File: src/rtl/fcw_pkg.sv
package fcw_pkg;
    typedef enum logic [1:0] {
        ST_IDLE  = 2'd0,
        ST_HIT   = 2'd1,
        ST_FETCH = 2'd2,
        ST_DONE  = 2'd3
    } fcw_state_e;
endpackage

File: src/rtl/fcw_window.sv
module fcw_window #(
    parameter int ADDR_W = 17,
    parameter int DEPTH  = 32
) (
    input  logic              clk,
    input  logic              rst_n,
    input  logic [ADDR_W-1:0] lk_addr,
    output logic              lk_hit,
    output logic              lk_seq,
    input  logic              restart,
    input  logic [ADDR_W-1:0] restart_addr,
    input  logic              app_valid,
    input  logic [ADDR_W-1:0] app_addr,
    output logic              app_ok,
    output logic [ADDR_W-1:0] win_base,
    output logic [$clog2(DEPTH):0] win_len
);
    localparam int LEN_W = $clog2(DEPTH) + 1;
    localparam logic [LEN_W-1:0] FULL = LEN_W'(DEPTH);

    logic [ADDR_W-1:0] len_ext;
    logic [ADDR_W-1:0] tail;
    logic [ADDR_W-1:0] offs;

    // distance from the base, taken modulo the address space
    always_comb begin
        len_ext = {{(ADDR_W-LEN_W){1'b0}}, win_len};
        tail    = win_base + len_ext;
        offs    = lk_addr - win_base;
        lk_hit  = offs < len_ext;
        lk_seq  = (win_len != '0) && (lk_addr == tail);
        app_ok  = app_valid && !restart && (app_addr == tail);
    end

    always_ff @(posedge clk) begin
        if (!rst_n) begin
            win_base <= '0;
            win_len  <= '0;
        end else if (restart) begin
            win_base <= restart_addr;
            win_len  <= '0;
        end else if (app_ok) begin
            if (win_len == FULL)
                win_base <= win_base + ADDR_W'(1);
            else
                win_len <= win_len + LEN_W'(1);
        end
    end
endmodule

File: src/rtl/fcw_store.sv
module fcw_store #(
    parameter int DEPTH  = 32,
    parameter int DATA_W = 8
) (
    input  logic                     clk,
    input  logic                     wr_en,
    input  logic [$clog2(DEPTH)-1:0] wr_idx,
    input  logic [DATA_W-1:0]        wr_data,
    input  logic [$clog2(DEPTH)-1:0] rd_idx,
    output logic [DATA_W-1:0]        rd_data
);
    logic [DATA_W-1:0] mem [DEPTH];

    always_ff @(posedge clk) begin
        if (wr_en)
            mem[wr_idx] <= wr_data;
    end

    always_comb rd_data = mem[rd_idx];
endmodule

File: src/rtl/fcw_fsm.sv
module fcw_fsm
    import fcw_pkg::*;
#(
    parameter int ADDR_W = 17
) (
    input  logic              clk,
    input  logic              rst_n,
    input  logic              cpu_req,
    input  logic [ADDR_W-1:0] cpu_addr,
    input  logic              lk_hit,
    input  logic              lk_seq,
    input  logic              fill_valid,
    input  logic [ADDR_W-1:0] fill_addr,
    output fcw_state_e        state,
    output logic              take_hit,
    output logic              restart,
    output logic              fill_match,
    output logic              cpu_ready,
    output logic              fetch_req,
    output logic              fetch_jump,
    output logic [ADDR_W-1:0] fetch_addr
);
    fcw_state_e        nxt;
    logic              accept;
    logic [ADDR_W-1:0] pend_addr;
    logic              pend_jump;

    always_ff @(posedge clk) begin
        if (!rst_n)
            state <= ST_IDLE;
        else
            state <= nxt;
    end

    always_comb begin
        nxt = state;
        unique case (state)
            ST_IDLE: begin
                if (cpu_req && lk_hit)
                    nxt = ST_HIT;       // take-hit
                else if (cpu_req)
                    nxt = ST_FETCH;     // issue-fetch
            end
            ST_HIT:   nxt = ST_IDLE;    // retire
            ST_FETCH: begin
                if (fill_match)
                    nxt = ST_DONE;      // fill-arrives
            end
            ST_DONE:  nxt = ST_IDLE;    // retire
        endcase
    end

    always_ff @(posedge clk) begin
        if (!rst_n) begin
            pend_addr <= '0;
            pend_jump <= 1'b0;
        end else if (accept && !lk_hit) begin
            pend_addr <= cpu_addr;
            pend_jump <= !lk_seq;
        end
    end

    always_comb begin
        accept     = (state == ST_IDLE) && cpu_req;
        take_hit   = accept && lk_hit;
        restart    = accept && !lk_hit && !lk_seq;
        fill_match = (state == ST_FETCH) && fill_valid && (fill_addr == pend_addr);
        cpu_ready  = (state == ST_HIT) || (state == ST_DONE);
        fetch_req  = (state == ST_FETCH);
        fetch_jump = fetch_req && pend_jump;
        fetch_addr = pend_addr;
    end
endmodule

File: src/rtl/fetch_cache_win.sv
module fetch_cache_win
    import fcw_pkg::*;
#(
    parameter int ADDR_W = 17,
    parameter int DEPTH  = 32,
    parameter int DATA_W = 8
) (
    input  logic              clk,
    input  logic              rst_n,
    input  logic              cpu_req,
    input  logic [ADDR_W-1:0] cpu_addr,
    output logic              cpu_ready,
    output logic [DATA_W-1:0] cpu_rdata,
    output logic              fetch_req,
    output logic              fetch_jump,
    output logic [ADDR_W-1:0] fetch_addr,
    input  logic              fill_valid,
    input  logic [ADDR_W-1:0] fill_addr,
    input  logic [DATA_W-1:0] fill_data
);
    localparam int IDX_W = $clog2(DEPTH);

    fcw_state_e        state;
    logic              lk_hit, lk_seq, app_ok;
    logic              take_hit, restart, fill_match;
    logic [ADDR_W-1:0] win_base;
    logic [IDX_W:0]    win_len;
    logic [DATA_W-1:0] hit_data;

    fcw_window #(.ADDR_W(ADDR_W), .DEPTH(DEPTH)) u_win (
        .clk          (clk),
        .rst_n        (rst_n),
        .lk_addr      (cpu_addr),
        .lk_hit       (lk_hit),
        .lk_seq       (lk_seq),
        .restart      (restart),
        .restart_addr (cpu_addr),
        .app_valid    (fill_valid),
        .app_addr     (fill_addr),
        .app_ok       (app_ok),
        .win_base     (win_base),
        .win_len      (win_len)
    );

    fcw_store #(.DEPTH(DEPTH), .DATA_W(DATA_W)) u_store (
        .clk     (clk),
        .wr_en   (app_ok),
        .wr_idx  (fill_addr[IDX_W-1:0]),
        .wr_data (fill_data),
        .rd_idx  (cpu_addr[IDX_W-1:0]),
        .rd_data (hit_data)
    );

    fcw_fsm #(.ADDR_W(ADDR_W)) u_fsm (
        .clk        (clk),
        .rst_n      (rst_n),
        .cpu_req    (cpu_req),
        .cpu_addr   (cpu_addr),
        .lk_hit     (lk_hit),
        .lk_seq     (lk_seq),
        .fill_valid (fill_valid),
        .fill_addr  (fill_addr),
        .state      (state),
        .take_hit   (take_hit),
        .restart    (restart),
        .fill_match (fill_match),
        .cpu_ready  (cpu_ready),
        .fetch_req  (fetch_req),
        .fetch_jump (fetch_jump),
        .fetch_addr (fetch_addr)
    );

    always_ff @(posedge clk) begin
        if (!rst_n)
            cpu_rdata <= '0;
        else if (take_hit)
            cpu_rdata <= hit_data;
        else if (fill_match)
            cpu_rdata <= fill_data;
    end
endmodule

File: config.mk
export PLATFORM = sky130hd
export DESIGN_NAME = fetch_cache_win
export DESIGN_NICKNAME = d
export VERILOG_FILES = /design/src/rtl/fcw_pkg.sv /design/src/rtl/fcw_window.sv /design/src/rtl/fcw_store.sv /design/src/rtl/fcw_fsm.sv /design/src/rtl/fetch_cache_win.sv
export SDC_FILE = /design/constraint.sdc
export NUM_CORES = 1
export LEC_CHECK = 0
export ABC_AREA = 1
export ABC_CLOCK_PERIOD_IN_PS = 7750
export CAP_MARGIN = 0
export CORE_UTILIZATION = 65
export DETAILED_ROUTE_END_ITERATION = 16
export PLACE_DENSITY = 0.82
export SETUP_SLACK_MARGIN = 0.2
export SYNTH_ARGS = -nofsm -noshare
export SYNTH_HDL_FRONTEND = slang
export SYNTH_SLANG_ARGS = --single-unit
File: constraint.sdc
create_clock -name clk -period 7.75 [get_ports clk]
set_clock_uncertainty 0.1 [all_clocks]
set_input_delay 0.775 -clock clk [delete_from_list [all_inputs] [get_ports clk]]
set_output_delay 0.775 -clock clk [all_outputs]
set_load 0.01 [all_outputs]
; ---- Word level (Yosys, flattened, before mapping)
; Memories as Yosys holds them, arrays and structs flattened.
; Cells that the tools add are included.
[op_classes]
add_sub_neg = 4
order_cmp = 1
bitwise_logic = 2
reduce_logical = 25
n_eq_ne = 9
mux = 11
[ops]
columns = op, count
row1 = == test 17 bit, 3
row2 = 2-to-1 mux 17 bit, 3
row3 = adder 17 x 1 -> 17 bit (second input constant), 1
row4 = adder 17 x 6 -> 17 bit, 1
row5 = < comparator 17 x 6 -> 1 bit, 1
row6 = subtractor 17 bit, 1
row7 = 2-to-1 mux 8 bit, 2
row8 = logical AND 1 bit, 11
row9 = adder 6 x 1 -> 6 bit (second input constant), 1
row10 = == test 6 bit (second input constant), 1
row11 = 2-to-1 mux 2 bit, 3
row12 = one-hot mux 2 bit (3 select lines), 1
row13 = AND reduction 2 bit, 3
row14 = nonzero test 2 bit, 3
row15 = nonzero test 6 bit, 1
row16 = == test 2 bit (second input constant), 2
row17 = OR reduction 2 bit, 2
row18 = logical NOT 1 bit, 3
row19 = inequality test 3 x 2 -> 1 bit (second input constant), 1
row20 = == test 2 x 1 -> 1 bit (second input constant), 1
row21 = logical NOT 2 bit, 1
row22 = 2-to-1 mux 1 bit, 2
row23 = inequality test 2 x 1 -> 1 bit (second input constant), 1
row24 = inverter 1 bit, 2
row25 = logical OR 1 bit, 1
[totals]
ram_bits = 256
input_bits = 46
memories = 1
ff_bits = 51
[memory_table]
columns = name, words, width, read_ports, rd_clocked_by_memory_dff, write_ports, line
row1 = u_store.mem, 32, 8, 1, 0, 1, fcw_store.sv:12  ; logic [DATA_W-1:0] mem [DEPTH];

; ---- Logic depth before layout (Yosys ltp)
[logic_depth]
depth_word = 10
ltp_mapped = 27

; ---- By module
; Synthesis repeated with hierarchy kept, for this count alone.
[hier_totals]
cells_unflattened = 1831
area_unflattened_um2 = 15986.6
[modules_own_cells]
columns = mod, cells_each, instances, seq_area_each_um2, area_each_um2
row1 = fcw_store, 914, 1, 7687.4, 10626.4
row2 = fcw_window, 675, 1, 460.4, 3806.2
row3 = fcw_fsm, 181, 1, 400.4, 1143.6
row4 = fetch_cache_win, 61, 1, 160.2, 410.4

; ---- Least setup slack after synthesis
; OpenSTA, ideal clock, no wires.
[synth_timing]
kind = input-to-reg
start = in cpu_addr[0]
end = mem u_store.mem[24][0] (enable)
required_ns = 7.280
t_arrival_ns = 4.312
path_slack_ns = 2.968
cell_stages = 24
n_path_buf = 3
cell_sequence = inv_1 clkbuf_1 clkbuf_1 ha_1 fa_1 inv_1 nand3_1 nand3_1 xor2_1 ha_1 a21oi_1 nand3_1 a21oi_1 nand3_1 nor2_1 nand3_1 nor2_1 nor2_4 nand2_4 buf_6 nand2_4 inv_2 nand3_2 nor2_1
[synth_via]
elab_chain_cells = 10
word_cells_on_any_way = 13
cone_classes = add/sub: 1 / order compare: 1 / eq/ne: 1 / mux: 2 / reduce/logical: 8
[synth_lines]
columns = item, line
row1 = from (decl), fetch_cache_win.sv:11  ; input logic [ADDR_W-1:0] cpu_addr,
row2 = subtractor 17 bit, fcw_window.sv:29  ; offs = lk_addr - win_base;
row3 = < comparator 17 x 6 -> 1 bit, fcw_window.sv:30  ; lk_hit = offs < len_ext;
row4 = logical NOT 1 bit, fcw_fsm.sv:66  ; restart = accept && !lk_hit && !lk_seq;
row5 = logical AND 1 bit, fcw_fsm.sv:66
row6 = logical AND 1 bit (*), fcw_fsm.sv:66
row7 = logical NOT 1 bit (*), fcw_window.sv:32  ; app_ok = app_valid && !restart && (app_addr == tail);
row8 = logical AND 1 bit (*) (2 in series), fcw_window.sv:32
row9 = 2-to-1 mux 1 bit (*), fcw_store.sv:15  ; if (wr_en)
row10 = 2-to-1 mux 1 bit (implied by the code) (*), fcw_store.sv:16  ; mem[wr_idx] <= wr_data;
row11 = to (decl), fcw_store.sv:12
; Every way passes the cells marked *; elsewhere a longest branch is shown, timed or not.

; ---- Worst setup path after layout
[layout_timing]
start = in cpu_addr[0]
end = mem u_store.mem[24][1] (enable)
; Same word-level chain as after synthesis.

==> impl_results.md <==
* CTS tree: yes
* Initial antenna violation count at 0
* Crit path capture type: flop
* Final Max Slew Viols at 0
* Port bufs at 73
* Hold Vio Cnt, Final at 0
* Resized cells post-CTS at 0
* DRT iter0 DRCs at 1,429
* Final non-filler cell total at 2,086
* Startpoint types: primary input
* Relative slew slack at 0.430
* Fraction of layout cells with a size suffix above 1 at 0.0526
* Clock slew seen by the registers of the worst setup and hold paths at 60 ps
* Post-Synth Simple-Gate Area at 0.209
* Post-layout util at 0.740
* Register bit count reported by yosys at 307
* DRC at 0
* Root buffer cell: clkbuf_16
* Number of synthesized flops with an enable pin at 256
* Die area at 24,500 um^2
* CTS hold repair buffers at 0
* Dpl cell area at 16,400 um^2
* Vias in the first global route at 12,000
* Final Total Pwr at 3620 uW
* Max Cap Viol at 0
* Sequential-to-total area share from yosys stat at 0.562
* Clock Latency Late Sink at 560 ps
* Cells on Worst Hold Path at 2
* Fin area at 17,300 um^2
* Pin count of the biggest net entering global routing at 97
* Longest Clk Path Bufs at 3
* Nets@finish at 1,825
* Highest clock rate at 0.176 GHz
* Final wirelength at 44.8 mm
* Worst Path Arrival at 5740 ps
* Ant. Diodes at 0
* Power per standard cell area at 209 nW/um^2
* Die extent in y at 156 um
* CTS Sinks at 307
* Post-synth cell types at 49
* Top-Level Pins at 74
* Number of CTS-inserted buffers at 31
* Leak Pwr at 0.00645 uW
* CP max FO at 39
* First-pass GRT wire length at 66.8 mm
* Fill cell total of the finished layout at 1,715
* ANT nets after route at 0
* Setup Crit Path Kind: in -> reg
* Mux cell area share after synthesis at 0.00581
* Syn. warnings at 0
* Final period util at 0.731
* Status: finished, final reports clean
* Reg-to-reg endpoint: u_store.mem[24][1]
* Core area at 23,400 um^2
* Grt ovf at 0
* HP Class: reg -> reg
* Placed Cells at 2,033
* Synth Area in Adders at 0.0268
* Via count at 13,000
* H-tree depth at 1
* Hold Path Sink: u_win.win_base[4]
* RePlAce Congestion at 1.00
* Initial Utilization at 0.662
* Post-Syn Area at 15,500 um^2
* RSZ-0062 raised after global routing: no
* Mapped Nets at 1,777
* Mean Syn Cell Area at 9.12 um^2
* Reg-to-Reg Start: u_win.win_base[0]
* Synth Flop Type: edfxtp_1
* Synth Area in XOR/XNOR at 0.0203
* Post-DP HPWL at 30.0 mm
* Commonest cells after routing, fill and taps aside: nand2_1, nor2_1, edfxtp_1, o21ai_0, inv_1
* Register area at 8710 um^2
* Most common cell after layout, fill and taps aside: nand2_1
* Final setup viols at 0
* Worst-Margin Slew at 855 ps
* Vias/cell at 6.22
* Fraction of registers with async set/reset at 0
* Synth Area in Compound Gates at 0.119
* Total track usage at 0.368
* P&R area growth vs syn at 11.7%
* R2r worst-path depth at 20
* Start point of the worst hold path: u_win.win_base[4]
* Final min period at 5670 ps
* Drt pass-1 iters at 8
* Die width at 156 um
* # rows at 56
* Fin Setup TNS at 0 ps
* Wire per inst at 21.5 um
* Area of the multi-input gates at 5920 um^2
* Largest family of logic cells by synthesized area: simple AND/OR/NAND/NOR gates
* Setup slack, reg-to-reg at 2340 ps
* CP required at 7820 ps
* Max IR drop VDD at 257 uV
* Syn Inst Count at 1,699
* Number of setup buffers added after CTS at 0
cells in the mapped netlist (3+ instances only):
cell type / n / share of area
ha_1: 30 / 0.024
buf_6: 4 / 0.0029
nand4_1: 24 / 0.0097
edfxtp_1: 256 / 0.50
xor2_1: 25 / 0.014
clkinv_1: 3 / 0.00073
clkbuf_1: 61 / 0.015
xnor2_1: 3 / 0.0017
dfxtp_1: 51 / 0.066
nand3_2: 4 / 0.0026
a31oi_1: 5 / 0.0020
o21ai_0: 193 / 0.062
buf_4: 3 / 0.0015
mux2_2: 8 / 0.0058
nand2_2: 5 / 0.0020
inv_2: 5 / 0.0012
inv_1: 140 / 0.034
nor2_1: 262 / 0.063
nand3b_1: 5 / 0.0024
and2_1: 3 / 0.0012
nand2_1: 311 / 0.075
nor3_1: 14 / 0.0045
nand3_1: 120 / 0.039
o22ai_1: 36 / 0.015
o21ai_1: 10 / 0.0032
o221ai_1: 27 / 0.015
nand2_4: 3 / 0.0022
a21oi_1: 55 / 0.018
worst max-delay path by stage:
stage	from	endpoint	slack, ps	cells past startpoint
after floorplan	cpu_addr[0]	u_store.mem[24][0]	2970	24
after global placement	cpu_addr[0]	u_store.mem[28][0]	1850	24
after detailed placement	cpu_addr[0]	u_store.mem[24][0]	1660	22
after CTS	cpu_addr[0]	u_store.mem[24][1]	2180	22
after global routing	cpu_addr[0]	u_store.mem[24][1]	1810	22
final	cpu_addr[0]	u_store.mem[24][1]	2080	22
critical path: stages:
cell and delay (ps):
buf_4 300, clkinv_2 110, ha_1 240, fa_1 440, inv_1 110, nand3_1 70
nand3_1 150, xor2_1 170, ha_1 270, a21oi_1 170, nand3_1 100, a21oi_1 180
nand3_1 90, nor2_1 100, nand3_1 70, nor2_1 370, nor2_4 240, nand2_4 420
nand2_4 140, inv_2 100, nand3_2 330, nor2_1 740
metrics by stage:
step | setup slack, ps | hold WS (ps)
global placement | 1850 | 370
finish | 2080 | 408
CTS | 2180 | 403
detailed placement | 1660 | 389
global route | 1810 | 422
floorplan | 2970 | 349
per-layer routing:
metal / share of wire / vias to the layer above / track usage
met5: 0 / - / 0
met4: 0.065 / 0 / 0.227
met3: 0.10 / 183 / 0.0673
met2: 0.47 / 800 / 0.592
met1: 0.37 / 6027 / 0.465
li1: - / 5972 / -
area by class of cell:
type | instances | share of cell area
sequential | 307 | 0.503
multi-input combinational | 1171 | 0.342
timing repair buffer | 88 | 0.0477
clock buffer | 39 | 0.0465
inverter | 148 | 0.0322
tap | 319 | 0.0231
clock inverter | 14 | 0.00585
power breakdown:
group | leakage (uW) | switching, uW | internal, uW | total, uW
clock | 0.000430 | 605 | 762 | 1370
combinational | 0.00330 | 287 | 143 | 430
sequential | 0.00272 | 19.2 | 1800 | 1820
cells by family after synthesis:
group	count (synthesis)
and+or+nand+nor	766
AOI/OAI and AO/OA	334
muxes	8
xor gates and xnor gates	31
DFF	307
buffers and inverters	221
adders and majority gates	32
flip-flops by register name, summed over array words and instances (netlist names):
signal	count
cpu_rdata	8
u_fsm.fetch_addr	17
u_fsm.pend_jump	1
u_fsm.state	2
u_store.mem	256
u_win.win_base	17
u_win.win_len	6
Power figures use the tool's default switching activity.
